[src/rtl/rts_pkg.sv]
package rts_pkg;

  typedef enum logic [2:0] {
    ST_IDLE = 3'd0,
    ST_PWRT = 3'd1,
    ST_OST  = 3'd2,
    ST_PLL  = 3'd3,
    ST_DONE = 3'd4
  } rts_stage_e;

  localparam logic [2:0] MODE_LAST_XTAL = 3'd3;
  localparam logic [2:0] MODE_XTAL_PLL  = 3'd3;

  function automatic logic mode_is_xtal(input logic [2:0] mode);
    return mode <= MODE_LAST_XTAL;
  endfunction

endpackage

[src/rtl/rts_stage_plan.sv]
module rts_stage_plan
  import rts_pkg::*;
(
  input  logic [2:0] osc_mode_i,
  input  logic       pwrt_en_n_i,
  output logic       use_pwrt_o,
  output logic       use_ost_o,
  output logic       use_pll_o
);

  always_comb begin
    use_pwrt_o = ~pwrt_en_n_i;
    use_ost_o  = mode_is_xtal(osc_mode_i);
    use_pll_o  = (osc_mode_i == MODE_XTAL_PLL);
  end

endmodule

[src/rtl/rts_tick_counter.sv]
module rts_tick_counter #(
  parameter int CW = 11
) (
  input  logic          clk,
  input  logic          rst,
  input  logic          clr_i,
  input  logic          tick_i,
  input  logic [CW-1:0] last_val_i,
  output logic          expire_o
);

  logic [CW-1:0] cnt_q;

  always_ff @(posedge clk) begin
    if (rst || clr_i) cnt_q <= '0;
    else if (tick_i)  cnt_q <= cnt_q + 1'b1;
  end

  assign expire_o = tick_i && (cnt_q == last_val_i);

endmodule

[src/rtl/rts_seq.sv]
module rts_seq
  import rts_pkg::*;
#(
  parameter int PWRT_TICKS = 2048,
  parameter int OST_CYCLES = 1024,
  parameter int PLL_TICKS  = 64
) (
  input  logic       clk,
  input  logic       rst,
  input  logic       por_i,
  input  logic       wake_i,
  input  logic       mclr_n_i,
  input  logic       lf_tick_i,
  input  logic       osc_tick_i,
  input  logic [2:0] osc_mode_i,
  input  logic       pwrt_en_n_i,
  output logic       core_rst_o,
  output logic [2:0] stage_o
);

  localparam int MAX_A = (PWRT_TICKS > OST_CYCLES) ? PWRT_TICKS : OST_CYCLES;
  localparam int MAX_C = (MAX_A > PLL_TICKS) ? MAX_A : PLL_TICKS;
  localparam int CW    = (MAX_C > 2) ? $clog2(MAX_C) : 1;
  localparam logic [CW-1:0] PWRT_LAST = CW'(PWRT_TICKS - 1);
  localparam logic [CW-1:0] OST_LAST  = CW'(OST_CYCLES - 1);
  localparam logic [CW-1:0] PLL_LAST  = CW'(PLL_TICKS - 1);

  rts_stage_e stage_q, stage_d;
  logic       rst_q;
  logic       use_pwrt, use_ost, use_pll;
  logic       cnt_tick, cnt_clr, cnt_expire;
  logic [CW-1:0] cnt_last;

  rts_stage_plan u_plan (
    .osc_mode_i (osc_mode_i),
    .pwrt_en_n_i(pwrt_en_n_i),
    .use_pwrt_o (use_pwrt),
    .use_ost_o  (use_ost),
    .use_pll_o  (use_pll)
  );

  // Tick source and terminal value for the stage in progress
  always_comb begin
    cnt_tick = 1'b0;
    cnt_last = PWRT_LAST;
    unique case (stage_q)
      ST_PWRT: begin cnt_tick = lf_tick_i;  cnt_last = PWRT_LAST; end
      ST_OST:  begin cnt_tick = osc_tick_i; cnt_last = OST_LAST;  end
      ST_PLL:  begin cnt_tick = lf_tick_i;  cnt_last = PLL_LAST;  end
      default: begin cnt_tick = 1'b0;       cnt_last = PWRT_LAST; end
    endcase
  end

  rts_tick_counter #(.CW(CW)) u_cnt (
    .clk       (clk),
    .rst       (rst),
    .clr_i     (cnt_clr),
    .tick_i    (cnt_tick),
    .last_val_i(cnt_last),
    .expire_o  (cnt_expire)
  );

  always_comb begin
    stage_d = stage_q;
    unique case (stage_q)
      ST_IDLE: stage_d = use_pwrt ? ST_PWRT : (use_ost ? ST_OST : ST_DONE);
      ST_PWRT: if (cnt_expire) stage_d = use_ost ? ST_OST : ST_DONE;
      ST_OST:  if (cnt_expire) stage_d = use_pll ? ST_PLL : ST_DONE;
      ST_PLL:  if (cnt_expire) stage_d = ST_DONE;
      ST_DONE: if (wake_i) stage_d = use_ost ? ST_OST : ST_DONE;
      default: stage_d = ST_IDLE;
    endcase
    if (por_i) stage_d = ST_IDLE;
  end

  assign cnt_clr = por_i || (stage_d != stage_q);

  always_ff @(posedge clk) begin
    if (rst) begin
      stage_q <= ST_IDLE;
      rst_q   <= 1'b1;
    end else begin
      stage_q <= stage_d;
      rst_q   <= (stage_d != ST_DONE) || !mclr_n_i;
    end
  end

  assign core_rst_o = rst_q;
  assign stage_o    = stage_q;

endmodule

[config.mk]
export PLATFORM = sky130hd
export DESIGN_NAME = rts_seq
export DESIGN_NICKNAME = d
export VERILOG_FILES = /design/src/rtl/rts_pkg.sv /design/src/rtl/rts_stage_plan.sv /design/src/rtl/rts_tick_counter.sv /design/src/rtl/rts_seq.sv
export SDC_FILE = /design/constraint.sdc
export NUM_CORES = 1
export LEC_CHECK = 0
export ABC_AREA = 1
export BUFFER_PORTS_ARGS = -buffer_cell sky130_fd_sc_hd__buf_2
export CAP_MARGIN = 20
export CORE_MARGIN = 1
export CORE_UTILIZATION = 50
export CTS_CLUSTER_DIAMETER = 60
export DETAILED_ROUTE_END_ITERATION = 10
export HOLD_SLACK_MARGIN = 0.15
export PLACE_DENSITY = 0.8
export SLEW_MARGIN = 0
export SYNTH_ARGS = -nofsm -noshare
export SYNTH_HDL_FRONTEND = slang
export SYNTH_HIERARCHICAL = 1
export SYNTH_SLANG_ARGS = --single-unit
[constraint.sdc]
create_clock -name clk -period 2.59 [get_ports clk]
set_input_delay 0 -clock clk [delete_from_list [all_inputs] [get_ports clk]]
set_output_delay 0 -clock clk [all_outputs]
set_load 0.02 [all_outputs]
==> results of run 1 <==
-- what timing repair did --
action | in CTS | in global routing
pin swaps | 0 | 1
resized for setup | 1 | 5
endpoints found under the setup margin | 1 | 12
buffers inserted | 0 | 1
hold endpoints to repair | 12 | 0
hold buffers | 4 | 0
-- final cells by class --
class                           count  area share (%)
Multi-Input combinational cell    144            50.3
Sequential cell                    15            22.4
Timing Repair Buffer               27            13.3
Inverter                           34            9.52
Tap cell                           27            2.52
Clock buffer                        4            1.96
-- critical path, delay by kind of cell (launching register included) --
kind / cells / cell delay [ns]
compound gates: 3 / 0.38
buf+inv: 3 / 0.70
flops: 1 / 0.35
simple gates: 8 / 0.87
-- where the power goes --
group	total, mW	leakage [nW]	internal (mW)	switching [mW]
clock	0.129	0.0150	0.0598	0.0695
sequential	0.237	0.121	0.234	0.00380
combinational	0.0980	0.557	0.0398	0.0582
total	0.465	0.693	0.333	0.132
-- kinds of logic after synthesis --
logic type,after synthesis,share of synthesized area (%)
compound gates,24,11.8
xor+xnor,3,2.46
fa+ha+maj,1,1.17
buf+inv,36,13.7
flops,15,28.1
other cells,1,0.351
simple gates,106,42.3
-- state kept, by name, indices dropped and copies added, names as in the netlist --
signal / flops
core_rst_o: 1
stage_o: 3
u_cnt/cnt_q: 11
-- how the worst min path moves through the flow --
stage	cells past startpoint	end	slack, ns	startpoint
after floorplan	1	core_rst_o	0.07	mclr_n_i
after global placement	2	core_rst_o	0.17	mclr_n_i
after detailed placement	2	core_rst_o	0.18	mclr_n_i
after CTS	6	stage_o[2]	0.19	wake_i
after global routing	7	stage_o[1]	0.26	wake_i
final	6	stage_o[2]	0.20	wake_i
-- layout by cell type (no fill, tap or decap), types with 9 or more instances in the layout --
cell     Yosys  final
nor2_1      26     23
a21oi_1     11     11
nand2_1     54     53
nand3_1     16     16
conb_1       1     10
buf_4        1      9
dfxtp_1     15     15
buf_2        0     14
inv_1       27     27
-- per-layer routing --
metal / GRT usage, % / share of wire (%) / vias to the layer above
met2: 38.9 / 46 / 60
met4: 16.7 / 2.6 / 0
met3: 3.33 / 7.8 / 8
met1: 36.8 / 44 / 528
li1: - / - / 646
met5: 0 / 0 / -
==> metrics.md, run 1 <==
| Metric | Value |
|---|---|
| Worst r2r src | stage_o[1] |
| Reg-to-Reg End | core_rst_o |
| Fin util | 67.6% |
| Yosys warning count | 6 |
| Main flop type after synthesis | dfxtp_1 |
| PwrDens | 347 nW/um2 |
| Setup WS post-layout | 0.167 ns |
| Final Cycle Share | 93.6% |
| Count leader, synth | nand2_1 |
| Final hold vios | 0 |
| Placed cells | 242 |
| Final std cells w/o fill | 251 |
| Share of cells above drive strength 1 | 19.2% |
| Row count | 16 |
| First drt pass iteration count | 4 |
| Chip Height | 48.2 um |
| Mean post-synth cell area | 5.74 um2 |
| Clock Tree Buf Depth | 2 |
| Hold Slack | 0.199 ns |
| CP peak stage delay | 0.54 ns |
| Multi-input gate area | 674 um2 |
| FFs w/ async S/R, synth | 0% |
| GP Congestion | 0.958 |
| GR Overflow Total | 0 |
| #FFs+latches synth | 15 |
| Initial antenna violation count | 0 |
| Top-level I/O count | 15 |
| Final min period | 2.42 ns |
| Pre-CTS setup slack | 0.0510 ns |
| WP data required | 2.76 ns |
| Fillcell total | 182 |
| Crit path max fanout | 4 |
| Hold crit path type | in -> reg |
| Htree depth | 1 |
| Critical Path Source Type | register |
| Vias per inst | 4.95 |
| Setup tns final | 0 ns |
| Die area | 2320 um2 |
| Crit. End Element | register |
| Die Wd | 48.2 um |
| TritonCTS clock tree | built |
| CP Cell Sequence | inv_2 > nor2_2 > inv_1 > o21ai_1 > o21ai_1 > nor2_1 > nand3_1 > nor2_4 > nor2_1 > a21oi_2 > nand2_1 > nor2_2 > nand2_1 > dlygate4sd3_1 |
| Clk_lat worst skew | 0.28 ns |
| Dpl hpwl | 1990 um |
| Post-synthesis instance total | 186 |
| Leading area contributor after synthesis | dfxtp_1 |
| Inserted Clock Buffers | 3 |
| DR DRC count | 0 |
| CP Launch Point | stage_o[1] |
| Clock transition at path regs | 0.08 ns |
| Max-Cap Viols | 0 |
| WL per Instance | 10.8 um |
| Vias in the first global route | 999 |
| Worst Skew | 0.00379 ns |
| Synth top area share | 28.1% |
| Area Overhead vs Synth | 25.6% |
| Core Box Area | 1980 um2 |
| # nets final | 237 |
| Vias | 1242 |
| Status | finished clean |
| Reg2Reg Setup Slack | 0.17 ns |
| Dpl cell area | 1250 um2 |
| Crit Path Class | reg -> reg |
| Main area contributors after synthesis | dfxtp_1 (28%), nand2_1 (19%), inv_1 (9.5%) |
| Top post-synthesis cells by count | nand2_1 (54), inv_1 (27), nor2_1 (26) |
| Finished Cell Area | 1340 um2 |
| End of the critical path | core_rst_o |
| Number of flops mapped to enable cells by yosys | 0 |
| First-pass GRT wire length | 4260 um |
| Distinct cells, synth | 24 |
| Clock root buffer | clkbuf_4 |
| Worst Reg2Reg Path Length in Cells | 14 |
| Leakage | 0.693 nW |
| CTS Sinks | 15 |
| Port Buf Inserts | 14 |
| Total global-route track usage | 26.6% |
| Slowest CP cell | dlygate4sd3_1 |
| Area taken by flip-flops and latches | 300 um2 |
| Antenna Cells | 0 |
| Largest net degree at the start of global routing | 12 |
| Synthesized area | 1070 um2 |
| Post-Route WL | 2700 um |
| Maximum clock rate | 413 MHz |
| Setup Viol. Count Final | 0 |
| Seq/Total Area, Yosys | 28.1% |
| Routed Antenna Nets | 0 |
| Final Max Slew Viols | 0 |
| Initial drt markers | 45 |
| Maximum vdd ir drop | 364 uV |
| Data arrival time of the critical path | 2.60 ns |
| Overall Power | 465 uW |
| Initial core utilization | 53.9% |
Power figures use the tool's default switching activity.
==> inputs of run 2 (changes only) <==
Settings changed: CELL_PAD_IN_SITES_DETAIL_PLACEMENT set to 1, CELL_PAD_IN_SITES_GLOBAL_PLACEMENT set to 1, CORE_UTILIZATION 50 to 34.
==> run 2 against run 1 <==
Against the previous run:
- fmax grew 0.76%
- non-clock buffer count shrank 1
- largest cell class unchanged
- setup slack gained 0.018 ns
- final area grew 1.7%
- critical endpoint is now u_cnt/cnt_q[6]
- core utilization shrank 20 points
- sequential share of layout area shrank 0.095 points
- via count grew 0.16%
- sequential power is essentially flat
- die area grew 45%
==> metrics.md, run 2 (synthesized netlist as in run 1, its figures left out) <==
| Metric | Value |
|---|---|
| Commonest non-fill, non-tap cell in the layout | nand2_1 (unchanged) |
| Vias | 1244 (was 1242) |
| Max-Cap Viols | 0 (unchanged) |
| Htree depth | 1 (unchanged) |
| Dpl hpwl | 2420 um (was 1990 um) |
| Final Cycle Share | 92.9% (was 93.6%) |
| Row count | 19 (was 16) |
| Routed Antenna Nets | 0 (unchanged) |
| Die Wd | 58.0 um (was 48.2 um) |
| Critical Path Source Type | register (unchanged) |
| Hold Slack | 0.175 ns (was 0.199 ns) |
| Crit path max fanout | 8 (was 4) |
| Post-Route WL | 3440 um (was 2700 um) |
| # nets final | 236 (was 237) |
| Leakage | 0.713 nW (was 0.693 nW) |
| Maximum vdd ir drop | 298 uV (was 364 uV) |
| Top-level I/O count | 15 (unchanged) |
| Setup Viol. Count Final | 0 (unchanged) |
| Die area | 3370 um2 (was 2320 um2) |
| Clock transition at path regs | 0.10 ns (was 0.08 ns) |
| Crit. End Element | register (unchanged) |
| Worst Skew | 0.00557 ns (was 0.00379 ns) |
| First drt pass iteration count | 4 (unchanged) |
| Finished Cell Area | 1360 um2 (was 1340 um2) |
| Clock Tree Buf Depth | 2 (unchanged) |
| Max reg flops | 11 (unchanged) |
| Chip Height | 58.0 um (was 48.2 um) |
| Final hold vios | 0 (unchanged) |
| Final min period | 2.41 ns (was 2.42 ns) |
| Most frequent cells in the layout | nand2_1 (52), inv_1 (26), nor2_1 (23) (was nand2_1 (53), inv_1 (27), nor2_1 (23)) |
| DR DRC count | 0 (unchanged) |
| Pre-CTS setup slack | -0.201 ns (was 0.0510 ns) |
| Total global-route track usage | 20.7% (was 26.6%) |
| Largest net degree at the start of global routing | 12 (unchanged) |
| Vias in the first global route | 1192 (was 999) |
| Initial antenna violation count | 0 (unchanged) |
| WP data required | 2.83 ns (was 2.76 ns) |
| GR Overflow Total | 0 (unchanged) |
| Area Overhead vs Synth | 27.7% (was 25.6%) |
| TritonCTS clock tree | built (unchanged) |
| CP Cell Sequence | inv_2 > nor2_4 > nand2_4 > nand2_1 > nand2_1 > inv_2 > nand2_1 > nor2_1 > nand2_1 > nor2_2 > nor2_1 > a21oi_2 > nand2_1 > nand2_1 > nand2_1 > nor2_2 > nand2_2 > nor2_4 > buf_6 > nand2_1 > nor2_1 (was inv_2 > nor2_2 > inv_1 > o21ai_1 > o21ai_1 > nor2_1 > nand3_1 > nor2_4 > nor2_1 > a21oi_2 > nand2_1 > nor2_2 > nand2_1 > dlygate4sd3_1) |
| Data arrival time of the critical path | 2.64 ns (was 2.60 ns) |
| Antenna Cells | 0 (unchanged) |
| Initial drt markers | 30 (was 45) |
| Final std cells w/o fill | 254 (was 251) |
| Slowest CP cell | dfxtp_2 (was dlygate4sd3_1) |
| Clock root buffer | clkbuf_4 (unchanged) |
| Crit Path Class | reg -> reg (unchanged) |
| Dpl cell area | 1240 um2 (was 1250 um2) |
| Status | finished clean (unchanged) |
| Fillcell total | 401 (was 182) |
| PwrDens | 353 nW/um2 (was 347 nW/um2) |
| Setup WS post-layout | 0.185 ns (was 0.167 ns) |
| CTS Sinks | 15 (unchanged) |
| Hold crit path type | in -> reg (unchanged) |
| Vias per inst | 4.90 (was 4.95) |
| GP Congestion | 0.882 (was 0.958) |
| Port Buf Inserts | 14 (unchanged) |
| Fin util | 47.8% (was 67.6%) |
| Initial core utilization | 37.4% (was 53.9%) |
| CP peak stage delay | 0.36 ns (was 0.54 ns) |
| Placed cells | 245 (was 242) |
| WL per Instance | 13.5 um (was 10.8 um) |
| Final Max Slew Viols | 0 (unchanged) |
| Core Box Area | 2850 um2 (was 1980 um2) |
| Most used cell, CP | nand2_1 |
| Share of cells above drive strength 1 | 22.4% (was 19.2%) |
| First-pass GRT wire length | 5330 um (was 4260 um) |
| Clk_lat worst skew | 0.29 ns (was 0.28 ns) |
| Top reg by flops | u_cnt/cnt_q (unchanged) |
| Maximum clock rate | 416 MHz (was 413 MHz) |
| Inserted Clock Buffers | 3 (unchanged) |
[run 2: worst max-delay path: cells and delay by family (launching register included)]
family          cells  cell delay, ns
simple gates       17            1.64
buf+inv             3            0.24
compound gates      1            0.12
flops               1            0.36
[run 2: what timing repair did]
item	CTS	global route
pin swaps	1	7
endpoints found under the hold margin	12	0
hold buffers	4	0
buffers inserted	1	0
endpoints found under the setup margin	10	13
gates resized for setup	3	15
[run 2: worst paths after layout]
kind / from / depth (start not counted) / to / slack [ns]
max reg2reg: stage_o[1] / 21 / u_cnt/cnt_q[6] / 0.18
min reg2reg: u_cnt/cnt_q[4] / 2 / u_cnt/cnt_q[4] / 0.55
min: por_i / 6 / stage_o[2] / 0.18
max: stage_o[1] / 21 / u_cnt/cnt_q[6] / 0.18
[run 2: stage by stage]
step                power, mW  setup TNS (ns)
floorplan               0.301               0
global placement        0.326          -0.130
detailed placement      0.329           -1.10
CTS                     0.472               0
global route            0.509         -0.0711
finish                  0.480               0
[run 2: where the power goes]
part | internal, mW | switching, mW | total (mW)
clock network | 0.0575 | 0.0804 | 0.138
logic | 0.0402 | 0.0631 | 0.103
registers | 0.234 | 0.00485 | 0.239
total | 0.332 | 0.148 | 0.480
[run 2: area by class of cell]
type                    count  area, um2  share of cell area (%)
multi-input cells         144        691                    50.7
inverters                  34        128                    9.37
well taps                  31       38.8                    2.85
clock buffers               3       22.5                    1.65
flip-flops and latches     15        304                    22.3
clock inverters             1       5.00                   0.367
repair buffers             26        174                    12.8
[run 2: routing by layer]
layer / global-route usage [%] / vias up / part of all wire [%]
met4: 6.80 / 0 / 1.8
li1: - / 636 / -
met5: 0 / - / 0
met1: 27.4 / 579 / 47
met2: 35.1 / 22 / 49
met3: 2.23 / 7 / 2.1
==> inputs of run 3 (changes only) <==
Settings changed: CORE_UTILIZATION 34 to 40, PLACE_DENSITY 0.8 to 0.88.
Clock period 2.59 ns to 2.9 ns, I/O delays scaled along.
==> run 3 against run 2 <==
Against the previous run:
- first-iteration DRC count is 40% lower
- sequential power is 11% lower
- setup slack improved by 0.073 ns
- register-to-register slack better by 0.07 ns
- clock power decreased by 15%
- critical path depth fell by 5
- largest power group unchanged
- global-route usage rose by 4.2 points
==> metrics.md, run 3 (synthesized netlist as in run 1, its figures left out) <==
| Metric | Value |
|---|---|
| Slowest CP cell | dlygate4sd3_1 (was dfxtp_2) |
| Dpl hpwl | 2520 um (was 2420 um) |
| Clk pwr share | 28.2% (was 28.7%) |
| Core Box Area | 2500 um2 (was 2850 um2) |
| Crit. End Element | register (unchanged) |
| Routed Antenna Nets | 0 (unchanged) |
| Area taken by flip-flops and latches | 300 um2 (was 304 um2) |
| Die Wd | 53.7 um (was 58.0 um) |
| Antenna Cells | 0 (unchanged) |
| Top-level I/O count | 15 (unchanged) |
| Data arrival time of the critical path | 2.81 ns (was 2.64 ns) |
| PwrDens | 316 nW/um2 (was 353 nW/um2) |
| Critical Path Source Type | register (unchanged) |
| Clk_lat worst skew | 0.28 ns (was 0.29 ns) |
| Fillcell total | 367 (was 401) |
| CTS Sinks | 15 (unchanged) |
| Logic pwr share | 20.4% (was 21.5%) |
| WL per Instance | 12.6 um (was 13.5 um) |
| Die area | 2880 um2 (was 3370 um2) |
| Leakage | 0.681 nW (was 0.713 nW) |
| Maximum vdd ir drop | 293 uV (was 298 uV) |
| Cell Int Power | 293 uW (was 332 uW) |
| Clock Tree Buf Depth | 2 (unchanged) |
| Port Buf Inserts | 14 (unchanged) |
| Total global-route track usage | 24.9% (was 20.7%) |
| Hold crit path type | in -> reg (unchanged) |
| Vias | 1226 (was 1244) |
| Crit Path Class | reg -> reg (unchanged) |
| Final min period | 2.64 ns (was 2.41 ns) |
| Initial core utilization | 42.7% (was 37.4%) |
| Row count | 18 (was 19) |
| Status | finished clean (unchanged) |
| Reg2Reg Setup Slack | 0.26 ns (was 0.18 ns) |
| WP data required | 3.07 ns (was 2.83 ns) |
| RSZ-0062 raised after global routing | false |
| Initial drt markers | 18 (was 30) |
| Worst Reg2Reg Path Length in Cells | 16 (was 21) |
| Vias per inst | 4.88 (was 4.90) |
| Max-Cap Viols | 0 (unchanged) |
| GR Overflow Total | 0 (unchanged) |
| Htree depth | 1 (unchanged) |
| GP Congestion | 0.883 (was 0.882) |
| Share of cells above drive strength 1 | 17.6% (was 22.4%) |
| Clock transition at path regs | 0.09 ns (was 0.10 ns) |
| Multi-input gate area | 664 um2 (was 691 um2) |
| Chip Height | 53.7 um (was 58.0 um) |
| Inserted Clock Buffers | 3 (unchanged) |
| Maximum clock rate | 379 MHz (was 416 MHz) |
| Most used cell, CP | nand2_1 (unchanged) |
| Setup Viol. Count Final | 0 (unchanged) |
| Final hold vios | 0 (unchanged) |
| Final Cycle Share | 91.1% (was 92.9%) |
| Clock root buffer | clkbuf_4 (unchanged) |
| Vias in the first global route | 1132 (was 1192) |
| Hold Slack | 0.209 ns (was 0.175 ns) |
| Max reg flops | 11 (unchanged) |
| Commonest non-fill, non-tap cell in the layout | nand2_1 (unchanged) |
| First drt pass iteration count | 4 (unchanged) |
| Top reg by flops | u_cnt/cnt_q (unchanged) |
| CP peak stage delay | 0.55 ns (was 0.36 ns) |
| TritonCTS clock tree | built (unchanged) |
| Initial antenna violation count | 0 (unchanged) |
| Largest net degree at the start of global routing | 12 (unchanged) |
| CP Cell Sequence | inv_2 > nor2_2 > nand2_2 > nand2_1 > nand2_1 > inv_2 > nand2_1 > nor2_1 > nand2_1 > nor2_1 > nor2_1 > a21oi_2 > nand2_1 > nor2_1 > nand2_1 > dlygate4sd3_1 (was inv_2 > nor2_4 > nand2_4 > nand2_1 > nand2_1 > inv_2 > nand2_1 > nor2_1 > nand2_1 > nor2_2 > nor2_1 > a21oi_2 > nand2_1 > nand2_1 > nand2_1 > nor2_2 > nand2_2 > nor2_4 > buf_6 > nand2_1 > nor2_1) |
| # nets final | 234 (was 236) |
| Hold Path Stages | 7 (was 6) |
| Sequential Power Share | 51.4% (was 49.8%) |
| Setup tns final | 0 ns (unchanged) |
| Final Max Slew Viols | 0 (unchanged) |
| Overall Power | 415 uW (was 480 uW) |
| Post-Route WL | 3160 um (was 3440 um) |
| Area Overhead vs Synth | 23.0% (was 27.7%) |
| Crit path max fanout | 7 (was 8) |
| DR DRC count | 0 (unchanged) |
| First-pass GRT wire length | 5060 um (was 5330 um) |
| Switching share of power | 29.4% (was 30.9%) |
| P_sw | 122 uW (was 148 uW) |
| Most frequent cells in the layout | nand2_1 (53), inv_1 (27), nor2_1 (25) (was nand2_1 (52), inv_1 (26), nor2_1 (23)) |
| Worst Skew | 0.00478 ns (was 0.00557 ns) |
## run 3: changes by cell type in the layout (fill, tap and decap cells not counted), sizes merged
cell,change
buf,-2
## run 3: metrics by stage
step           std cells  setup WS [ns]  instance area [um2]  util [%]
2_1_floorplan        195          0.342                 1100         -
3_3_place_gp         241          0.284                 1220      48.8
3_5_place_dp         241         0.0792                 1220      48.8
4_1_cts              249         0.0475                 1290      51.5
5_1_grt              251        0.00630                 1310      52.5
6_report             251          0.258                 1310      52.5
## run 3: final timing paths
check,start,endpoint
max,stage_o[1],core_rst_o
min,wake_i,stage_o[1]
max reg2reg,stage_o[1],core_rst_o
min reg2reg,u_cnt/cnt_q[4],u_cnt/cnt_q[4]
## run 3: critical path: cells and delay by family, from the launching register on
| kind | cells | cell delay, ns |
|---|---|---|
| and+or+nand+nor | 12 | 1.30 |
| buffers and inverters | 3 | 0.68 |
| DFF | 1 | 0.43 |
| AOI/OAI and AO/OA | 1 | 0.12 |
## run 3: power by group through the flow
stage	logic [mW]	clock network, mW	registers (mW)
6_report	0.0844	0.117	0.213
2_1_floorplan	0.0488	0	0.220
5_1_grt	0.0941	0.134	0.214
3_3_place_gp	0.0710	0	0.217
4_1_cts	0.0794	0.121	0.213
3_5_place_dp	0.0752	0	0.217
## run 3: timing repair
| action | in CTS | in global routing |
|---|---|---|
| hold endpoints to repair | 14 | 0 |
| endpoints found under the setup margin | 0 | 11 |
| buffers inserted | 0 | 2 |
| gates resized for setup | 0 | 3 |
| hold buffers | 4 | 0 |
## run 3: routing by layer
metal | vias up | wire length (um) | part of all wire [%] | track usage (%)
met5 | - | 0 | 0 | 0
met1 | 565 | 1520 | 48 | 33.0
li1 | 640 | - | - | -
met2 | 19 | 1540 | 49 | 43.3
met4 | 0 | 14 | 0.44 | 5.26
met3 | 2 | 87 | 2.8 | 2.54
## run 3: layout make-up
class                      instances  share of cell area, %
clock buffer                       3                   1.72
clock inverter                     1                  0.381
inverter                          34                   9.72
multi-input combinational        144                   50.6
sequential                        15                   22.9
tap                               30                   2.86
timing repair buffer              24                   11.8
